$ cat config.mk
export PLATFORM = sky130hd
export DESIGN_NAME = pf_level_flag
export DESIGN_NICKNAME = d
export VERILOG_FILES = /design/src/rtl/pf_pkg.sv /design/src/rtl/pf_cfg_slot.sv /design/src/rtl/pf_level_track.sv /design/src/rtl/pf_flag_cmp.sv /design/src/rtl/pf_level_flag.sv
export SDC_FILE = /design/constraint.sdc
export NUM_CORES = 1
export LEC_CHECK = 0
export CAP_MARGIN = 10
export CORE_AREA = 2 2 226 228
export DETAILED_ROUTE_END_ITERATION = 16
export DIE_AREA = 0 0 228 230
export PLACE_DENSITY = 0.71
export SLEW_MARGIN = 20
export SYNTH_ARGS = -nofsm -noshare
export SYNTH_HDL_FRONTEND = slang
export SYNTH_SLANG_ARGS = --single-unit
$ cat constraint.sdc
create_clock -name clk -period 6.88 [get_ports clk]
set_clock_uncertainty 0.15 [all_clocks]
set_input_delay 2.064 -clock clk [delete_from_list [all_inputs] [get_ports clk]]
set_output_delay 2.064 -clock clk [all_outputs]
set_load 0.02 [all_outputs]
$ cat src/rtl/pf_pkg.sv
package pf_pkg;
  localparam int TOT_W = 13;  // total byte count / OUT threshold width
  localparam int PB_W  = 10;  // current-packet byte count width
  localparam int PC_W  = 3;   // committed-packet count width

  typedef struct packed {
    logic              is_in;
    logic              pkt_only;
    logic              ge;
    logic [TOT_W-1:0]  thr;
    logic [PC_W-1:0]   thr_pk;
  } pf_cfg_t;

  function automatic logic pf_cmp(input logic ge, input logic [PC_W+TOT_W-1:0] lvl,
                                  input logic [PC_W+TOT_W-1:0] lim);
    return ge ? (lvl >= lim) : (lvl <= lim);
  endfunction

  function automatic logic pf_eval(input pf_cfg_t c, input logic [TOT_W-1:0] tot,
                                   input logic [PB_W-1:0] cur, input logic [PC_W-1:0] pk);
    logic [PC_W+TOT_W-1:0] lvl;
    logic [PC_W+TOT_W-1:0] lim;
    if (!c.is_in) begin
      lvl = {{PC_W{1'b0}}, tot};
      lim = {{PC_W{1'b0}}, c.thr};
    end else if (c.pkt_only) begin
      lvl = {{(PC_W+TOT_W-PB_W){1'b0}}, cur};
      lim = {{(PC_W+TOT_W-PB_W){1'b0}}, c.thr[PB_W-1:0]};
    end else begin
      lvl = {{(TOT_W-PB_W){1'b0}}, pk, cur};
      lim = {{(TOT_W-PB_W){1'b0}}, c.thr_pk, c.thr[PB_W-1:0]};
    end
    return pf_cmp(c.ge, lvl, lim);
  endfunction
endpackage

$ cat src/rtl/pf_cfg_slot.sv
module pf_cfg_slot
  import pf_pkg::*;
#(
  parameter bit IS_IN_DEF = 1'b0,
  parameter int DEF_THR   = 512,
  parameter int MAX_PKT   = 512
) (
  input  logic    clk,
  input  logic    rst_n,
  input  logic    we,
  input  pf_cfg_t cfg_d,
  output pf_cfg_t cfg_q
);
  localparam int DEF_PK = DEF_THR / MAX_PKT;
  localparam int DEF_BY = DEF_THR % MAX_PKT;

  pf_cfg_t cfg_def;
  always_comb begin
    cfg_def.is_in    = IS_IN_DEF;
    cfg_def.pkt_only = 1'b0;
    cfg_def.ge       = !IS_IN_DEF;
    cfg_def.thr      = IS_IN_DEF ? TOT_W'(DEF_BY) : TOT_W'(DEF_THR);
    cfg_def.thr_pk   = IS_IN_DEF ? PC_W'(DEF_PK) : '0;
  end

  always_ff @(posedge clk) begin
    if (!rst_n)  cfg_q <= cfg_def;
    else if (we) cfg_q <= cfg_d;
  end


  cfg_keep_chk: assert property (@(posedge clk) disable iff (!rst_n)
    !we |=> $stable(cfg_q));
endmodule

$ cat src/rtl/pf_level_track.sv
module pf_level_track
  import pf_pkg::*;
#(
  parameter int MAX_PKT = 512
) (
  input  logic             clk,
  input  logic             rst_n,
  input  logic             wr,
  input  logic             rd,
  input  logic             pe,
  output logic [TOT_W-1:0] tot,
  output logic [PB_W-1:0]  cur,
  output logic [PC_W-1:0]  pk
);
  localparam int QD = 2 ** PC_W;

  logic [PB_W-1:0] len_q [QD];
  logic [PC_W-1:0] hd, tl;
  logic [PB_W-1:0] off;

  logic            auto_evt, pe_evt, commit_evt, head_rd, pop_evt;
  logic [PB_W-1:0] cur_inc, off_inc;

  assign cur_inc    = cur + PB_W'(wr);
  assign off_inc    = off + PB_W'(1);
  assign auto_evt   = wr && (cur == PB_W'(MAX_PKT - 1));
  assign pe_evt     = pe && (wr || (cur != '0));
  assign commit_evt = auto_evt || pe_evt;
  assign head_rd    = rd && (pk != '0);
  assign pop_evt    = head_rd && (off_inc == len_q[hd]);

  always_ff @(posedge clk) begin
    if (commit_evt) len_q[tl] <= cur_inc;
  end

  always_ff @(posedge clk) begin
    if (!rst_n) begin
      tot <= '0;
      cur <= '0;
      pk  <= '0;
      hd  <= '0;
      tl  <= '0;
      off <= '0;
    end else begin
      tot <= tot + TOT_W'(wr) - TOT_W'(rd);
      cur <= commit_evt ? '0 : cur_inc;
      pk  <= pk + PC_W'(commit_evt) - PC_W'(pop_evt);
      if (commit_evt) tl <= tl + PC_W'(1);
      if (pop_evt)    hd <= hd + PC_W'(1);
      if (head_rd)    off <= pop_evt ? '0 : off_inc;
    end
  end


  tot_up_chk: assert property (@(posedge clk) disable iff (!rst_n)
    (wr && !rd) |=> (tot == $past(tot) + TOT_W'(1)));

  tot_dn_chk: assert property (@(posedge clk) disable iff (!rst_n)
    (rd && !wr) |=> (tot == $past(tot) - TOT_W'(1)));

  tot_hold_chk: assert property (@(posedge clk) disable iff (!rst_n)
    (rd && wr) |=> $stable(tot));

  auto_clear_chk: assert property (@(posedge clk) disable iff (!rst_n)
    auto_evt |=> (cur == '0));

  cur_bound_chk: assert property (@(posedge clk) disable iff (!rst_n)
    cur < PB_W'(MAX_PKT));

  pe_idle_chk: assert property (@(posedge clk) disable iff (!rst_n)
    (pe && !wr && !rd && cur == '0) |=> ($stable(cur) && $stable(pk)));

  pkt_pop_chk: assert property (@(posedge clk) disable iff (!rst_n)
    (pop_evt && !commit_evt) |=> (pk == $past(pk) - PC_W'(1)));
endmodule

$ cat src/rtl/pf_flag_cmp.sv
module pf_flag_cmp
  import pf_pkg::*;
(
  input  logic             clk,
  input  logic             rst_n,
  input  pf_cfg_t          cfg,
  input  logic [TOT_W-1:0] tot,
  input  logic [PB_W-1:0]  cur,
  input  logic [PC_W-1:0]  pk,
  output logic             flag
);
  always_ff @(posedge clk) begin
    if (!rst_n) flag <= pf_eval(cfg, '0, '0, '0);
    else        flag <= pf_eval(cfg, tot, cur, pk);
  end


  flag_hold_chk: assert property (@(posedge clk) disable iff (!rst_n)
    ($stable(tot) && $stable(cur) && $stable(pk) && $stable(cfg)) |=> $stable(flag));
endmodule

$ cat src/rtl/pf_level_flag.sv
module pf_level_flag
  import pf_pkg::*;
#(
  parameter int NUM_FIFO = 4,
  parameter int MAX_PKT  = 512,
  parameter int DEF_THR  = 512,
  localparam int AW      = $clog2(NUM_FIFO)
) (
  input  logic                clk,
  input  logic                rst_n,
  input  logic [NUM_FIFO-1:0] wr_stb,
  input  logic [NUM_FIFO-1:0] rd_stb,
  input  logic [NUM_FIFO-1:0] pkt_end,
  input  logic                cfg_we,
  input  logic [AW-1:0]       cfg_sel,
  input  logic                cfg_is_in,
  input  logic                cfg_pkt_only,
  input  logic                cfg_ge,
  input  logic [TOT_W-1:0]    cfg_thr,
  input  logic [PC_W-1:0]     cfg_thr_pk,
  input  logic [AW-1:0]       fifo_adr,
  output logic                flag_out
);
  pf_cfg_t             cfg_word;
  logic [NUM_FIFO-1:0] flags;

  always_comb begin
    cfg_word.is_in    = cfg_is_in;
    cfg_word.pkt_only = cfg_pkt_only;
    cfg_word.ge       = cfg_ge;
    cfg_word.thr      = cfg_thr;
    cfg_word.thr_pk   = cfg_thr_pk;
  end

  for (genvar i = 0; i < NUM_FIFO; i++) begin : g_fifo
    pf_cfg_t          cfg_i;
    logic [TOT_W-1:0] tot_i;
    logic [PB_W-1:0]  cur_i;
    logic [PC_W-1:0]  pk_i;
    logic             we_i;

    assign we_i = cfg_we && (cfg_sel == AW'(i));

    pf_cfg_slot #(
      .IS_IN_DEF (i >= NUM_FIFO / 2),
      .DEF_THR   (DEF_THR),
      .MAX_PKT   (MAX_PKT)
    ) u_cfg (
      .clk   (clk),
      .rst_n (rst_n),
      .we    (we_i),
      .cfg_d (cfg_word),
      .cfg_q (cfg_i)
    );

    pf_level_track #(.MAX_PKT(MAX_PKT)) u_trk (
      .clk   (clk),
      .rst_n (rst_n),
      .wr    (wr_stb[i]),
      .rd    (rd_stb[i]),
      .pe    (pkt_end[i]),
      .tot   (tot_i),
      .cur   (cur_i),
      .pk    (pk_i)
    );

    pf_flag_cmp u_cmp (
      .clk   (clk),
      .rst_n (rst_n),
      .cfg   (cfg_i),
      .tot   (tot_i),
      .cur   (cur_i),
      .pk    (pk_i),
      .flag  (flags[i])
    );
  end

  assign flag_out = flags[fifo_adr];


  flag_sel_chk: assert property (@(posedge clk) disable iff (!rst_n)
    ($stable(flags) && $stable(fifo_adr)) |-> $stable(flag_out));
endmodule

==> metrics.txt, run 1 <==
outcome complete, no violations; Final nets 2587; largest area contributor in the netlist edfxtp_1; Max-slew headroom 0.2818; Sw Ratio 0.2827; register share of total power 0.419; DP Worst Slack 1.079 ns; Worst Hold Class flip-flop to flip-flop; PwrDens 312.7 nW/um^2; setup TNS 0 ns; Synth Cell Area 27240 sq um; Final ANT Viol Nets 0; count leader, synth edfxtp_1; Setup Crit Path Kind primary input to output pin; sequential-to-total area share from yosys stat 0.5438; clock sink total 580; Final Instance Area 30280 sq um; endpoint class of the critical path output pin; crit path max fanout 1; 1st-pass router iterations 5; Slew Viols, Final 0; DP Wirelength 38760 um; IO Port Bufs 38; Boundary Pins 39; largest net degree at the start of global routing 112; library cells used by synthesis 64; total chip power 9467 uW; Synth Instances 2385; Synth Register Bits 580; DRT iter0 DRCs 1209; total vias in the final route 17940; max_cap viols 0; Initial Util 0.5463; routed vias/inst 5.723; Avg Inst Size Synth 11.42 sq um; EDFF count, synth 320; proportion of layout cells with a drive suffix above 1 0.08381; clock-pin slew on the worst setup and hold paths 0.05 ns; global-route wire length before repair approximately 92000 um; gr usage total 0.2191; # resized after CTS 0; Seq. cell area between 10000 and 15000 sq um; final hold vios 0; area grow syn2layout 11.15%; clock tree buffer depth 3; Die Height 230 um; Req. time, crit path between 4 and 5 ns; area share of the largest cell type after synthesis 0.3527; hold_buf cts 0; Switch Pwr 2677 uW; postcts setup bufs 0; die width approximately 230 um; Tmin final 5.795 ns; WL/cell between 15 and 20 um; DRC viols 0; CTS tree done; CTS buffer count 60; Placement Cell Area 28240 sq um; Ys Warns 0; worst setup margin between 1 and 1.5 ns; GPL Wtd Cong 0.8528; type of origin of the critical path primary input; Gate power share 0.233; Final Setup Violations 0; footprint of the multi-input gates about 12000 sq um; P_leak 0.01071 uW; Max VDD drop 0.0001995 V; final core occ 0.6072; clk_lat worst skew 0.62 ns; worst slew pin tran 1.073 ns; FFs w/ async S/R, synth 0; initial antenna violation count 6; CTS H-tree depth 2; die area 52440 sq um; Final Routed Wirelength 57380 um; crit path DAT between 3 and 4 ns; Synth Flop Type edfxtp_1; Mapped Nets about 2600; FP Rows 82; vias in the first global route 17690; Congestion Overflow GR 0; Int Pwr 6791 uW; fin crit share 0.8424; Commonest cells post-synth edfxtp_1, nand2_1, dfxtp_1; RSZ-0062 raised after global routing false; Core Footprint roughly 50000 sq um; ranking of synthesized cells by area edfxtp_1, dfxtp_1, ha_1, mux4_2, nand2_1; clock share of power 0.347; Fmax achieved 172.5 MHz; filler instances 3918; CTS root buf clkbuf_16
## layer usage
metal / global-route usage / up-vias / part of all wire
li1: - / 8673 / -
met1: 0.2966 / 8766 / 0.45
met2: 0.3624 / 395 / 0.47
met3: 0.03844 / 97 / 0.054
met4: 0.06699 / 4 / 0.023
met5: 0 / - / 0.00038
## critical path: stages
cell             delay [ns]
clkdlybuf4s50_1        0.48
mux4_2                 0.49
clkdlybuf4s50_1        0.55
## cells by family after synthesis
group | after synthesis | synth area share
AOI/OAI and AO/OA | 340 | 0.07432
muxes | 136 | 0.08860
and+or+nand+nor | 814 | 0.1460
xor gates and xnor gates | 146 | 0.04846
adders and majority gates | 140 | 0.06651
buffers and inverters | 229 | 0.03229
DFF | 580 | 0.5438
## state kept, by name, indices dropped and copies added, names as in the netlist, named ones only
name	flops
g_fifo.u_cmp.flag	4
g_fifo.u_trk.tot	52
g_fifo.u_trk.hd	12
g_fifo.u_trk.off	40
g_fifo.u_trk.tl	12
g_fifo.u_trk.pk	12
g_fifo.u_trk.len_q	320
g_fifo.u_trk.cur	40
g_fifo.u_cfg.cfg_q	76
## stage by stage
step	hold WS, ns	std cells
after floorplan	0.2818	2385
after global placement	0.2889	3019
after detailed placement	0.2943	3019
after CTS	0.3019	3130
after global routing	0.3226	3133
final	0.3022	3134
## worst paths after layout
kind	startpoint	endpoint	slack [ns]	cells after the start
setup / recovery	fifo_adr[0]	flag_out	1.08	3
setup reg to reg	flip-flop	g_fifo[3].u_trk.pk[2]	2.40	13
hold reg to reg	g_fifo[2].u_cfg.cfg_q[13]	g_fifo[2].u_cfg.cfg_q[13]	0.30	2
hold / removal	g_fifo[2].u_cfg.cfg_q[13]	g_fifo[2].u_cfg.cfg_q[13]	0.30	2
## layout by cell type, fill, tap and decap left out, types with 25 or more instances in the layout
| cell | instances |
|---|---|
| edfxtp_1 | 320 |
| nand2_1 | 277 |
| dfxtp_1 | 258 |
| inv_1 | 136 |
| a21oi_1 | 136 |
| ha_1 | 132 |
| nor2_1 | 119 |
| o21ai_0 | 92 |
| xnor2_1 | 88 |
| nor3_1 | 77 |
| nand3_1 | 74 |
| mux4_2 | 72 |
| clkbuf_16 | 61 |
| and3_1 | 59 |
| xor2_1 | 55 |
| mux2i_1 | 54 |
| clkdlybuf4s50_1 | 37 |
| nor2b_1 | 31 |
| or3_1 | 30 |
| nand2b_1 | 26 |
| a21o_1 | 25 |
## power by group through the flow
| stage | clock, uW | sequential [uW] | combinational, uW |
|---|---|---|---|
| final | 3290 | 3970 | 2210 |
| after global routing | 3500 | 3990 | 2500 |
| after CTS | 3350 | 3970 | 2190 |
| after detailed placement | 0 | 4040 | 2170 |
| after global placement | 0 | 4030 | 2090 |
| after floorplan | 0 | 4000 | 1750 |
## area by class of cell
type / instances / area share
Antenna cell: 4 / 0.0003306
Timing Repair Buffer: 54 / 0.01645
Inverter: 137 / 0.01715
Sequential cell: 580 / 0.4894
Clock inverter: 34 / 0.01331
Multi-Input combinational cell: 1576 / 0.3832
Clock buffer: 77 / 0.05240
Tap cell: 672 / 0.02777
Power figures use the tool's default switching activity.
==> run 2: changes to the inputs <==
==> constraint.sdc (replaced) <==
create_clock -name clk -period 5.6 [get_ports clk]
set_clock_uncertainty 0.15 [all_clocks]
set_input_delay 1.68 -clock clk [delete_from_list [all_inputs] [get_ports clk]]
set_output_delay 1.68 -clock clk [all_outputs]
set_load 0.02 [all_outputs]
==> metrics.txt, run 2 (same netlist as run 1, synthesis figures left out) <==
outcome complete, no violations (unchanged); Gate power share 0.232 (was 0.233); register share of total power 0.417 (was 0.419); Worst R2R End g_fifo[1].u_trk.pk[1] (was g_fifo[3].u_trk.pk[2]); fin crit share 0.8959; total vias in the final route 18180 (was 17940); Tmin final 5.017 ns; clock share of power 0.352 (was 0.347); postcts setup bufs 0 (unchanged); Hold Crit Depth 2 (unchanged); placed cells 3054 (was 3019); footprint of the multi-input gates 11560 sq um (was 11600 sq um); CTS H-tree depth 2 (unchanged); Worst Hold Class flip-flop to flip-flop (unchanged); Placement Cell Area 28490 sq um (was 28240 sq um); Req. time, crit path 3.77 ns (was 4.67 ns); P_leak 0.01092 uW (was 0.01071 uW); Setup Crit Path Kind primary input to output pin (unchanged); max_cap viols 0 (unchanged); Final Instance Area 30560 sq um (was 30280 sq um); biggest regs g_fifo.u_trk.len_q x320, g_fifo.u_cfg.cfg_q x76, g_fifo.u_trk.tot x52 (unchanged); IO Port Bufs 38 (unchanged); commonest non-fill, non-tap cell in the layout edfxtp_1 (unchanged); Boundary Pins 39 (unchanged); Finished Layout Cells 3172 (was 3134); # resized after CTS 0 (unchanged); DP Wirelength 39950 um (was 38760 um); worst slew pin tran 0.9010 ns (was 1.073 ns); hold path start g_fifo[2].u_cfg.cfg_q[15] (was g_fifo[2].u_cfg.cfg_q[13]); crit path max fanout 1 (unchanged); DRC viols 0 (unchanged); final hold vios 0 (unchanged); RSZ-0062 raised after global routing false (unchanged); hold endpoint g_fifo[2].u_cfg.cfg_q[15] (was g_fifo[2].u_cfg.cfg_q[13]); vias in the first global route 18000 (was 17690); reg2reg setup slack 1.36 ns (was 2.40 ns); worst reg2reg path depth 10 (was 13); crit path DAT 3.19 ns (was 3.58 ns); Seq. cell area 14820 sq um (unchanged); Sw Ratio 0.2824 (was 0.2827); setup TNS 0 ns (unchanged); hold_buf cts 0 (unchanged); DRT iter0 DRCs 1317 (was 1209); routed vias/inst 5.730 (was 5.723); Core Footprint 49860 sq um (unchanged); CTS tree done (unchanged); clock-pin slew on the worst setup and hold paths 0.06 ns (was 0.05 ns); endpoint class of the critical path output pin (unchanged); WL/cell 18.59 um (was 18.31 um); largest net degree at the start of global routing 86 (was 112); CTS root buf clkbuf_16 (unchanged); Slew Viols, Final 0 (unchanged); Die Height 230 um (unchanged); initial antenna violation count 8 (was 6); CTS buffer count 60 (unchanged); clk_lat worst skew 0.61 ns (was 0.62 ns); die width 228 um (unchanged); 1st-pass router iterations 5 (unchanged); commonest non-fill, non-tap cells in the layout edfxtp_1, nand2_1, dfxtp_1 (unchanged); type of origin of the critical path primary input (unchanged); clock sink total 580 (unchanged); proportion of layout cells with a drive suffix above 1 0.09583 (was 0.08381); Max-slew headroom 0.3985 (was 0.2818); Final Routed Wirelength 58970 um (was 57380 um); Final ANT Viol Nets 0 (unchanged); Int Pwr 8399 uW (was 6791 uW); Congestion Overflow GR 0 (unchanged); Final Setup Violations 0 (unchanged); Largest register FFs 320 (unchanged); Final nets 2622 (was 2587); PwrDens 383.0 nW/um^2 (was 312.7 nW/um^2); Fmax achieved 199.3 MHz; die area 52440 sq um (unchanged); Max VDD drop 0.0002471 V (was 0.0001995 V); clock tree buffer depth 3 (unchanged); FP Rows 82 (unchanged); Initial Util 0.5463 (unchanged); area grow syn2layout 12.19% (was 11.15%); GPL Wtd Cong 0.8740 (was 0.8528); gr usage total 0.2260 (was 0.2191); global-route wire length before repair 94700 um (was 92060 um); Switch Pwr 3306 uW (was 2677 uW); Most flops, register g_fifo.u_trk.len_q (unchanged); filler instances 3904 (was 3918)
run 2: cell count changes in the layout (fill, tap and decap cells not counted), sizes merged:
| cell | delta |
|---|---|
| clkbuf | -1 |
| inv | -1 |
| clkinv | -1 |
| buf | +35 |
| clkinvlp | +4 |
| diode | +2 |
run 2: cell type report:
type,count,area share
inverters,137,0.01699
repair buffers,89,0.02489
clock inverters,36,0.01388
flip-flops and latches,580,0.4848
clock buffers,76,0.05310
multi-input cells,1576,0.3783
well taps,672,0.02751
diodes,6,0.0004913
run 2: routing by layer:
metal	vias to the layer above	wire length [um]	share of wire	global-route usage
met5	-	22	0.00037	0
met4	4	1552	0.026	0.07659
met3	121	3305	0.056	0.04142
met2	447	28410	0.48	0.3771
met1	8841	25690	0.44	0.2988
li1	8762	-	-	-
run 2: worst max-delay path by stage:
| stage | startpoint | end | cells past startpoint |
|---|---|---|---|
| CTS | fifo_adr[0] | flag_out | 3 |
| finish | fifo_adr[0] | flag_out | 3 |
| detailed placement | fifo_adr[0] | flag_out | 3 |
| floorplan | fifo_adr[0] | flag_out | 1 |
| global placement | fifo_adr[0] | flag_out | 3 |
| global route | fifo_adr[0] | flag_out | 3 |
run 2: power groups by stage:
stage	logic [uW]	registers, uW	clock network, uW
2_1_floorplan	2150	4920	0
3_3_place_gp	2580	4960	0
3_5_place_dp	2670	4970	0
4_1_cts	2700	4880	4200
5_1_grt	3080	4900	4380
6_report	2710	4880	4120
run 2: worst max-delay path, cell delays in order:
cell and delay (ns):
clkdlybuf4s50_1 0.48, mux4_2 0.48, clkdlybuf4s50_1 0.55
run 2: metrics by stage:
stage	power (uW)	util	setup slack, ns	hold WS [ns]
6_report	11700	0.6129	0.5832	0.3067
5_1_grt	12360	0.6128	0.5667	0.3247
4_1_cts	11780	0.6124	0.5794	0.3045
3_5_place_dp	7641	0.5713	0.5772	0.2958
3_3_place_gp	7533	0.5713	0.5673	0.2881
2_1_floorplan	7062	-	1.544	0.2818
